===== src/rtl/trig_vector_arb.sv =====
module trig_vector_arb #(
  parameter int TICK_DIV    = 150,
  parameter int SHORT_TICKS = 8,
  parameter int LONG_TICKS  = 1000,
  parameter int VEC_W       = 11,
  parameter int POI_VEC     = 32
) (
  input  logic             clk,
  input  logic             rst_n,
  input  logic             por_evt,
  input  logic [7:0]       trig_n,
  input  logic             wr_en,
  input  logic [1:0]       wr_sel,
  input  logic [7:0]       wr_data,
  input  logic             jp_req,
  input  logic [VEC_W-1:0] jp_vec,
  output logic             out_valid,
  output logic [VEC_W-1:0] out_vec
);
  localparam int NT = 8;
  localparam int NE = 2 * NT + 2;
  localparam int DW = $clog2(TICK_DIV + 1);
  localparam int CW = $clog2(LONG_TICKS + 1);

  logic [DW-1:0]    div;
  logic             tick;
  logic [NT-1:0]    s1, s2, deb, deb_d;
  logic [CW-1:0]    cnt [NT];
  logic [CW-1:0]    win;
  logic [15:0]      en;
  logic             long_sel;
  logic [2*NT-1:0]  ev;
  logic [NE-1:0]    pend, clr;
  logic [VEC_W-1:0] jp_hold, gvec;

  assign tick = (div == DW'(TICK_DIV - 1));
  assign win  = long_sel ? CW'(LONG_TICKS) : CW'(SHORT_TICKS);

  always_ff @(posedge clk or negedge rst_n)
    if (!rst_n) div <= '0;
    else        div <= tick ? '0 : div + 1'b1;

  always_ff @(posedge clk or negedge rst_n)
    if (!rst_n) begin
      s1 <= '1; s2 <= '1; deb <= '1; deb_d <= '1;
      for (int k = 0; k < NT; k++) cnt[k] <= '0;
    end else begin
      s1    <= trig_n;
      s2    <= s1;
      deb_d <= deb;
      for (int k = 0; k < NT; k++)
        if (s2[k] == deb[k]) cnt[k] <= '0;
        else if (tick) begin
          if (cnt[k] + 1'b1 >= win) begin
            deb[k] <= s2[k];
            cnt[k] <= '0;
          end else cnt[k] <= cnt[k] + 1'b1;
        end
    end

  always_ff @(posedge clk or negedge rst_n)
    if (!rst_n) begin
      en <= 16'hFFFF; long_sel <= 1'b1;
    end else if (wr_en) begin
      case (wr_sel)
        2'd0: en[7:0]  <= wr_data;
        2'd1: en[15:8] <= wr_data;
        2'd2: long_sel <= wr_data[0];
        default: ;
      endcase
    end

  for (genvar k = 0; k < NT; k++) begin : g_edge
    localparam int FB = (k / 4) * 8 + k % 4;
    assign ev[2*k]   =  deb_d[k] & ~deb[k] & en[FB];
    assign ev[2*k+1] = ~deb_d[k] &  deb[k] & en[FB+4];
  end

  function automatic logic [VEC_W-1:0] vec_of(input int i);
    int k;
    k = (i - 1) / 2;
    return VEC_W'((k / 4) * 8 + k % 4 + 4 * ((i - 1) % 2));
  endfunction

  always_comb begin
    clr  = '0;
    gvec = '0;
    for (int i = NE - 1; i >= 0; i--)
      if (pend[i]) begin
        clr     = '0;
        clr[i]  = 1'b1;
        gvec    = (i == 0) ? VEC_W'(POI_VEC) : (i == NE - 1) ? jp_hold : vec_of(i);
      end
  end

  always_ff @(posedge clk or negedge rst_n)
    if (!rst_n) begin
      pend      <= NE'(1);
      jp_hold   <= '0;
      out_valid <= 1'b0;
      out_vec   <= '0;
    end else begin
      pend      <= (pend & ~clr) | {jp_req, ev, por_evt};
      if (jp_req) jp_hold <= jp_vec;
      out_valid <= |pend;
      out_vec   <= gvec;
    end

  a_r7_poi_first: assert property (@(posedge clk) disable iff (!rst_n)
    pend[0] |=> (out_valid && out_vec == VEC_W'(POI_VEC)));

  a_r6_busy_strobes: assert property (@(posedge clk) disable iff (!rst_n)
    (|pend) |=> out_valid);

  a_r10_idle_quiet: assert property (@(posedge clk) disable iff (!rst_n)
    (pend == '0) |=> !out_valid);

  a_r2_deb_follows: assert property (@(posedge clk) disable iff (!rst_n)
    ((deb ^ $past(deb)) & (deb ^ $past(s2))) == '0);

  a_r5_no_spurious: assert property (@(posedge clk) disable iff (!rst_n)
    (pend[2*NT:1] == '0 && ev == '0) |=> pend[2*NT:1] == '0);
endmodule


===== config.mk =====
export PLATFORM = sky130hd
export DESIGN_NAME = trig_vector_arb
export DESIGN_NICKNAME = d
export VERILOG_FILES = /design/src/rtl/trig_vector_arb.sv
export SDC_FILE = /design/constraint.sdc
export NUM_CORES = 1
export LEC_CHECK = 0
export BUFFER_PORTS_ARGS = -buffer_cell sky130_fd_sc_hd__buf_2
export CAP_MARGIN = 5
export CORE_ASPECT_RATIO = 0.7
export CORE_MARGIN = 1.5
export CORE_UTILIZATION = 40
export CTS_BUF_LIST = sky130_fd_sc_hd__clkbuf_8
export DETAILED_ROUTE_END_ITERATION = 8
export PLACE_DENSITY_LB_ADDON = 0.1
export SYNTH_ARGS = -nofsm -noshare
export SYNTH_HDL_FRONTEND = slang
export SYNTH_SLANG_ARGS = --single-unit

===== constraint.sdc =====
create_clock -name clk -period 2.85 [get_ports clk]
set_input_delay 0.1425 -clock clk [delete_from_list [all_inputs] [get_ports clk]]
set_output_delay 0.1425 -clock clk [all_outputs]
set_load 0.01 [all_outputs]

Word level (Yosys, flattened, before mapping) --
Cells that the tools add are included.
Operators by class: reduce and logical (&&, ||, !) cells 21, multiply operators 0, divide/modulo/power cells 0, shift-type cells 0, bitwise operators 59, eq/ne operators 11, add/subtract/negate cells 9, mux-type cells 62, $lt $le $gt $ge 8
Operator list (number):
- $mux 18 | 18
- $mux 10 | 25
- $mux 11 | 18
- $add 10x1->10 const B | 8
- $ge 10x10->1 | 8
- $and 1x1->1 | 32
- $not 1->1 | 24
- $reduce_and 3->1 | 8
- $and 18x18->18 | 1
- $not 18->18 | 1
- $or 18x18->18 | 1
- $reduce_or 18->1 | 1
- $reduce_bool 2->1 | 8
- $add 8x1->8 const B | 1
- $eq 1x1->1 | 8
- $eq 8x8->1 const B | 1
- $mux 8 | 1
- $reduce_and 2->1 | 3
- $eq 2x1->1 const B | 1
- $eq 2x2->1 const B | 1
- $logic_not 2->1 | 1
Storage, ports and cells: word-level logic and storage cells 197, RAM bits 0, bits in latches 0, flip-flop bits (word level) 178, memories 0, ROM bits 0, output and inout bits 12

Longest topological paths before layout --
word-level depth 21, depth in mapped cells 14, depth with buffers taken out 13

Worst setup path before layout --
No wires, ideal clock.
kind reg2reg, start reg cnt[10] (netlist name), end reg cnt[15] (netlist name), arrival 2875 ps, path slack -107 ps, stages on the path, launching flop included 14, clock period less this slack 2957 ps, cells stage by stage dfrtp_1 -> ha_1 -> and3_1 -> nand3_1 -> nor2_1 -> xor2_1 -> ha_1 -> and4_1 -> a221oi_1 -> o211ai_1 -> nor3_1 -> buf_2 -> o21ai_0 -> a31oi_1
Between the ends: cells in the longest elaborated chain, start to end 5
RTL lines:
- start, declared | line 28 | logic [CW-1:0] cnt [NT];
- start signal, assigned by index | line 57 | end else cnt[k] <= cnt[k] + 1'b1;
- $add 10x1->10 * | line 54, 57
- $ge 10x10->1 | line 54 | if (cnt[k] + 1'b1 >= win) begin
- $mux 10 * | line 54
- $mux 10 * | line 53 | else if (tick) begin
- $mux 10 * | line 52 | if (s2[k] == deb[k]) cnt[k] <= '0;
Mark *: on every way between the ends. The rest lies on a longest branch, timed or not. The select of a mux whose other input is x is not followed. A chain may end at the register's enable or synchronous reset.

Worst setup path after layout --
start reg cnt[12] (netlist name), end reg cnt[13] (netlist name)
Same word-level chain as after synthesis.

==> key figures <==
Power
  • Net switching power: ~1.3 mW
  • Leak Pwr: 5.551 nW
  • Seq pwr share: between 50% and 60%
  • Sw frac: between 20% and 30%
  • Internal: about 3.5 mW
  • Peak supply drop: approximately 0.32 mV
  • PwrDens: 411.4 nW/um2
  • Combinational share of power: 10.5%
  • Clock power frac: 33.8%

Hold path
  • Min-delay src: wr_en
  • Hold Crit Depth: 3
  • Hold path endpoint: long_sel
  • Hold Path Class: in2reg

Placement
  • Placed cell areas: about 10000 um2
  • Port Buf Inserts: 45
  • Final Wtd Congestion: 0.7879
  • DP HPWL: 13860 um

Setup path
  • CP Capture Type: flop
  • Reg-to-reg slack, setup: -0.06 ns
  • CP Launch Type: flop
  • CP required: 3.20 ns
  • Crit path max fanout: 5
  • Setup CP Type: reg2reg
  • FF-to-FF End: cnt[13]
  • R2R cell count: 13
  • Arr. time, crit path: roughly 3.3 ns
  • RR Startpoint: cnt[12]

Global route
  • Initial antenna violation count: 1
  • First-pass GRT wire length: 34400 um
  • Largest net degree at the start of global routing: 62
  • Vias in the first global route: roughly 6700
  • Grt total ovfl: 0
  • GRT Total Usage: ~18%

Finish
  • Layout area overhead: 25.83%
  • Ratio of cells with drive above 1 in the final layout: 33.43%
  • Fin nets: ~1200
  • Design Area, Final: roughly 12000 um2

Drt
  • Wirelength, routed: roughly 21000 um
  • Via density: just over 5
  • Antenna Nets Post-Route: 0
  • DRC Markers: 0
  • Router iterations before antenna repair: 5
  • Wire length per cell: between 15 and 20 um
  • 1st-iter DRT viols: 351
  • Total number of vias: ~7000

Floorplan
  • Horiz. Die Dim: 186.1 um
  • Die Y: ~130 um
  • Initial Util: between 40% and 50%
  • Full die area: 24410 um2
  • Row cnt: 46
  • I/O pins: between 40 and 50
  • Core ar.: around 23000 um2

Logic synthesis
  • Synthesized area per cell: around 11 um2
  • Primary FF master, synth: dfrtp_1
  • Area of the mapped netlist: 9387 um2
  • Register bit count reported by yosys: 178
  • Cells after synthesis: ~890
  • Top post-synthesis cells by area: dfrtp_1, dfstp_2, ha_1
  • Yosys top cell by area: dfrtp_1
  • Asr flop ratio synth: 100.0%
  • EDFF count, synth: 0
  • Mapped Nets: slightly below 1000
  • Yosys warns: 0
  • Sequential cell area fraction in the yosys report: between 40% and 50%
  • Post-synth top area share: roughly a third
  • Yosys cell types: between 60 and 70

STA
  • Tmin final: just under 3 ns
  • Final slew viol count: 0
  • Fmax: around 340 MHz
  • RSZ-0062 raised after global routing: yes
  • Final hold slack: between 0.03 and 0.04 ns
  • Final Cycle Share: 102.2%
  • Worst setup margin: -0.06194 ns
  • # setup viols final: 4
  • Skew final: 0.01432 ns
  • Relative slew slack: ~40%
  • Worst-Margin Slew: slightly above 0.9 ns
  • Final hold vios: 0

CTS
  • Total CTS buffers: 17
  • Clock Tree Root: clkbuf_8
  • CTS Sinks: between 150 and 200
  • CTS tree: done
  • Worst-skew pair later-pin latency: 0.48 ns
  • Clock-pin transition on the worst setup and hold timing paths: roughly 0.09 ns
  • H-tree depth: 4
  • CTS Buffer Depth: 2

Outcome
  • Outcome: finished with violations
  • Failing checks: setup timing

Run
  • Maxcap violations: 0
## worst max-delay path: stages, from the launching register on
cell	delay, ns
dfrtp_1	0.42
nand4_1	0.15
nor2_2	0.17
and3_4	0.22
nand3_4	0.08
xnor2_2	0.16
ha_1	0.33
and4_1	0.24
nand3_1	0.08
o211ai_1	0.24
nor3_2	0.10
buf_4	0.19
and3_1	0.17
a221o_1	0.26
## Yosys cell counts, types with 6 or more instances
master / instances
inv_1: 23
nand2b_1: 16
a22o_1: 20
mux2_2: 39
o211ai_1: 6
nor3_1: 26
dfrtp_1: 128
a21o_1: 17
dfstp_2: 50
nand2_1: 81
nor2_1: 50
nand3_1: 51
and2_1: 8
xor2_1: 29
mux2i_1: 6
nand3b_1: 13
xnor2_1: 40
and3_1: 27
ha_1: 58
a31oi_1: 13
or2_2: 8
o21ai_0: 38
nand4_1: 9
clkbuf_1: 13
a21oi_1: 34
## flip-flops by register name, indices dropped and copies added, names as in the netlist
name and cells:
div 8, deb 8, out_valid 1, en 16, s2 8, out_vec 11
s1 8, cnt 80, jp_hold 11, deb_d 8, pend 18, long_sel 1
## cell families (layout without fill, tap and decap cells)
| group | after synthesis | count (layout) | synth area share, % |
|---|---|---|---|
| and+or+nand+nor | 324 | 324 | 17.92 |
| DFF | 178 | 178 | 48.12 |
| AOI/OAI and AO/OA | 171 | 172 | 12.50 |
| xor gates and xnor gates | 69 | 69 | 6.438 |
| adders and majority gates | 58 | 58 | 7.731 |
| muxes | 45 | 45 | 5.319 |
| buffers and inverters | 44 | 231 | 1.973 |
| other | 0 | 1 | 0 |
## per-stage QoR
stage	total power [mW]	setup TNS, ns	cells	setup WS [ns]	utilization [%]
CTS	4.909	0	1357	0.007901	48.75
floorplan	2.987	0	889	0.01309	-
detailed placement	3.198	-0.02711	1294	-0.01624	45.84
finish	4.860	-0.1042	1390	-0.06194	51.69
global placement	3.191	0	1294	0.04921	45.84
global route	5.117	-3.381	1390	-0.1968	51.69
## layer usage
| metal | vias to the layer above | GRT usage (%) | share of wire [%] |
|---|---|---|---|
| met1 | 3416 | 28.53 | 55 |
| met2 | 83 | 23.55 | 41 |
| met3 | 13 | 3.659 | 2.8 |
| met5 | - | 0 | 0 |
| met4 | 0 | 4.032 | 0.81 |
| li1 | 3579 | - | - |
## worst max path at each step
| stage | from | endpoint | cells past startpoint |
|---|---|---|---|
| 2_1_floorplan | cnt[10] | cnt[15] | 13 |
| 3_3_place_gp | cnt[70] | cnt[72] | 11 |
| 3_5_place_dp | cnt[61] | cnt[62] | 13 |
| 4_1_cts | cnt[71] | cnt[73] | 11 |
| 5_1_grt | cnt[21] | cnt[22] | 12 |
| 6_report | cnt[12] | cnt[13] | 13 |
## repair_timing
| action | CTS | global route |
|---|---|---|
| endpoints found under the setup margin | 12 | 80 |
| endpoints found under the hold margin | 84 | 0 |
| cloned | 0 | 4 |
| pin swaps | 2 | 54 |
| buffers inserted | 2 | 28 |
| hold buffers | 29 | 0 |
| gates resized for setup | 3 | 103 |
## final cells by class
class	count	area [um2]
Inverter	23	86.33
Antenna cell	1	2.502
Clock buffer	17	234.0
Multi-Input combinational cell	668	5106
Clock inverter	15	118.9
Sequential cell	178	4523
Tap cell	312	390.4
Timing Repair Buffer	176	1350
Fill cell	2090	11040
## power by group through the flow
stage | registers [mW] | logic [mW] | clock network (mW)
2_1_floorplan | 2.74 | 0.247 | 0
3_3_place_gp | 2.75 | 0.442 | 0
3_5_place_dp | 2.75 | 0.446 | 0
4_1_cts | 2.71 | 0.480 | 1.72
5_1_grt | 2.72 | 0.582 | 1.82
6_report | 2.70 | 0.513 | 1.64
## placed cells by master (no fill, tap or decap), types with 6 or more instances in the layout
master / n
a31oi_1: 13
nand2_1: 79
buf_2: 45
nand2b_1: 16
nand3_1: 43
dfstp_2: 50
a22o_1: 20
dfrtp_1: 123
xnor2_2: 7
o21ai_1: 8
inv_6: 9
and2_1: 7
nor2_1: 44
buf_6: 10
nand4_1: 9
xnor2_1: 32
and3_1: 14
nor3_1: 18
o211ai_1: 6
buf_4: 89
clkbuf_8: 18
ha_1: 52
xor2_1: 25
and3_4: 12
a21o_1: 17
o21ai_0: 29
mux2_2: 37
or2_2: 7
inv_1: 22
nor3_2: 8
nand3_2: 6
dlygate4sd3_1: 29
nand3b_1: 13
a21oi_1: 30
mux2i_1: 6
Power figures use the tool's default switching activity.
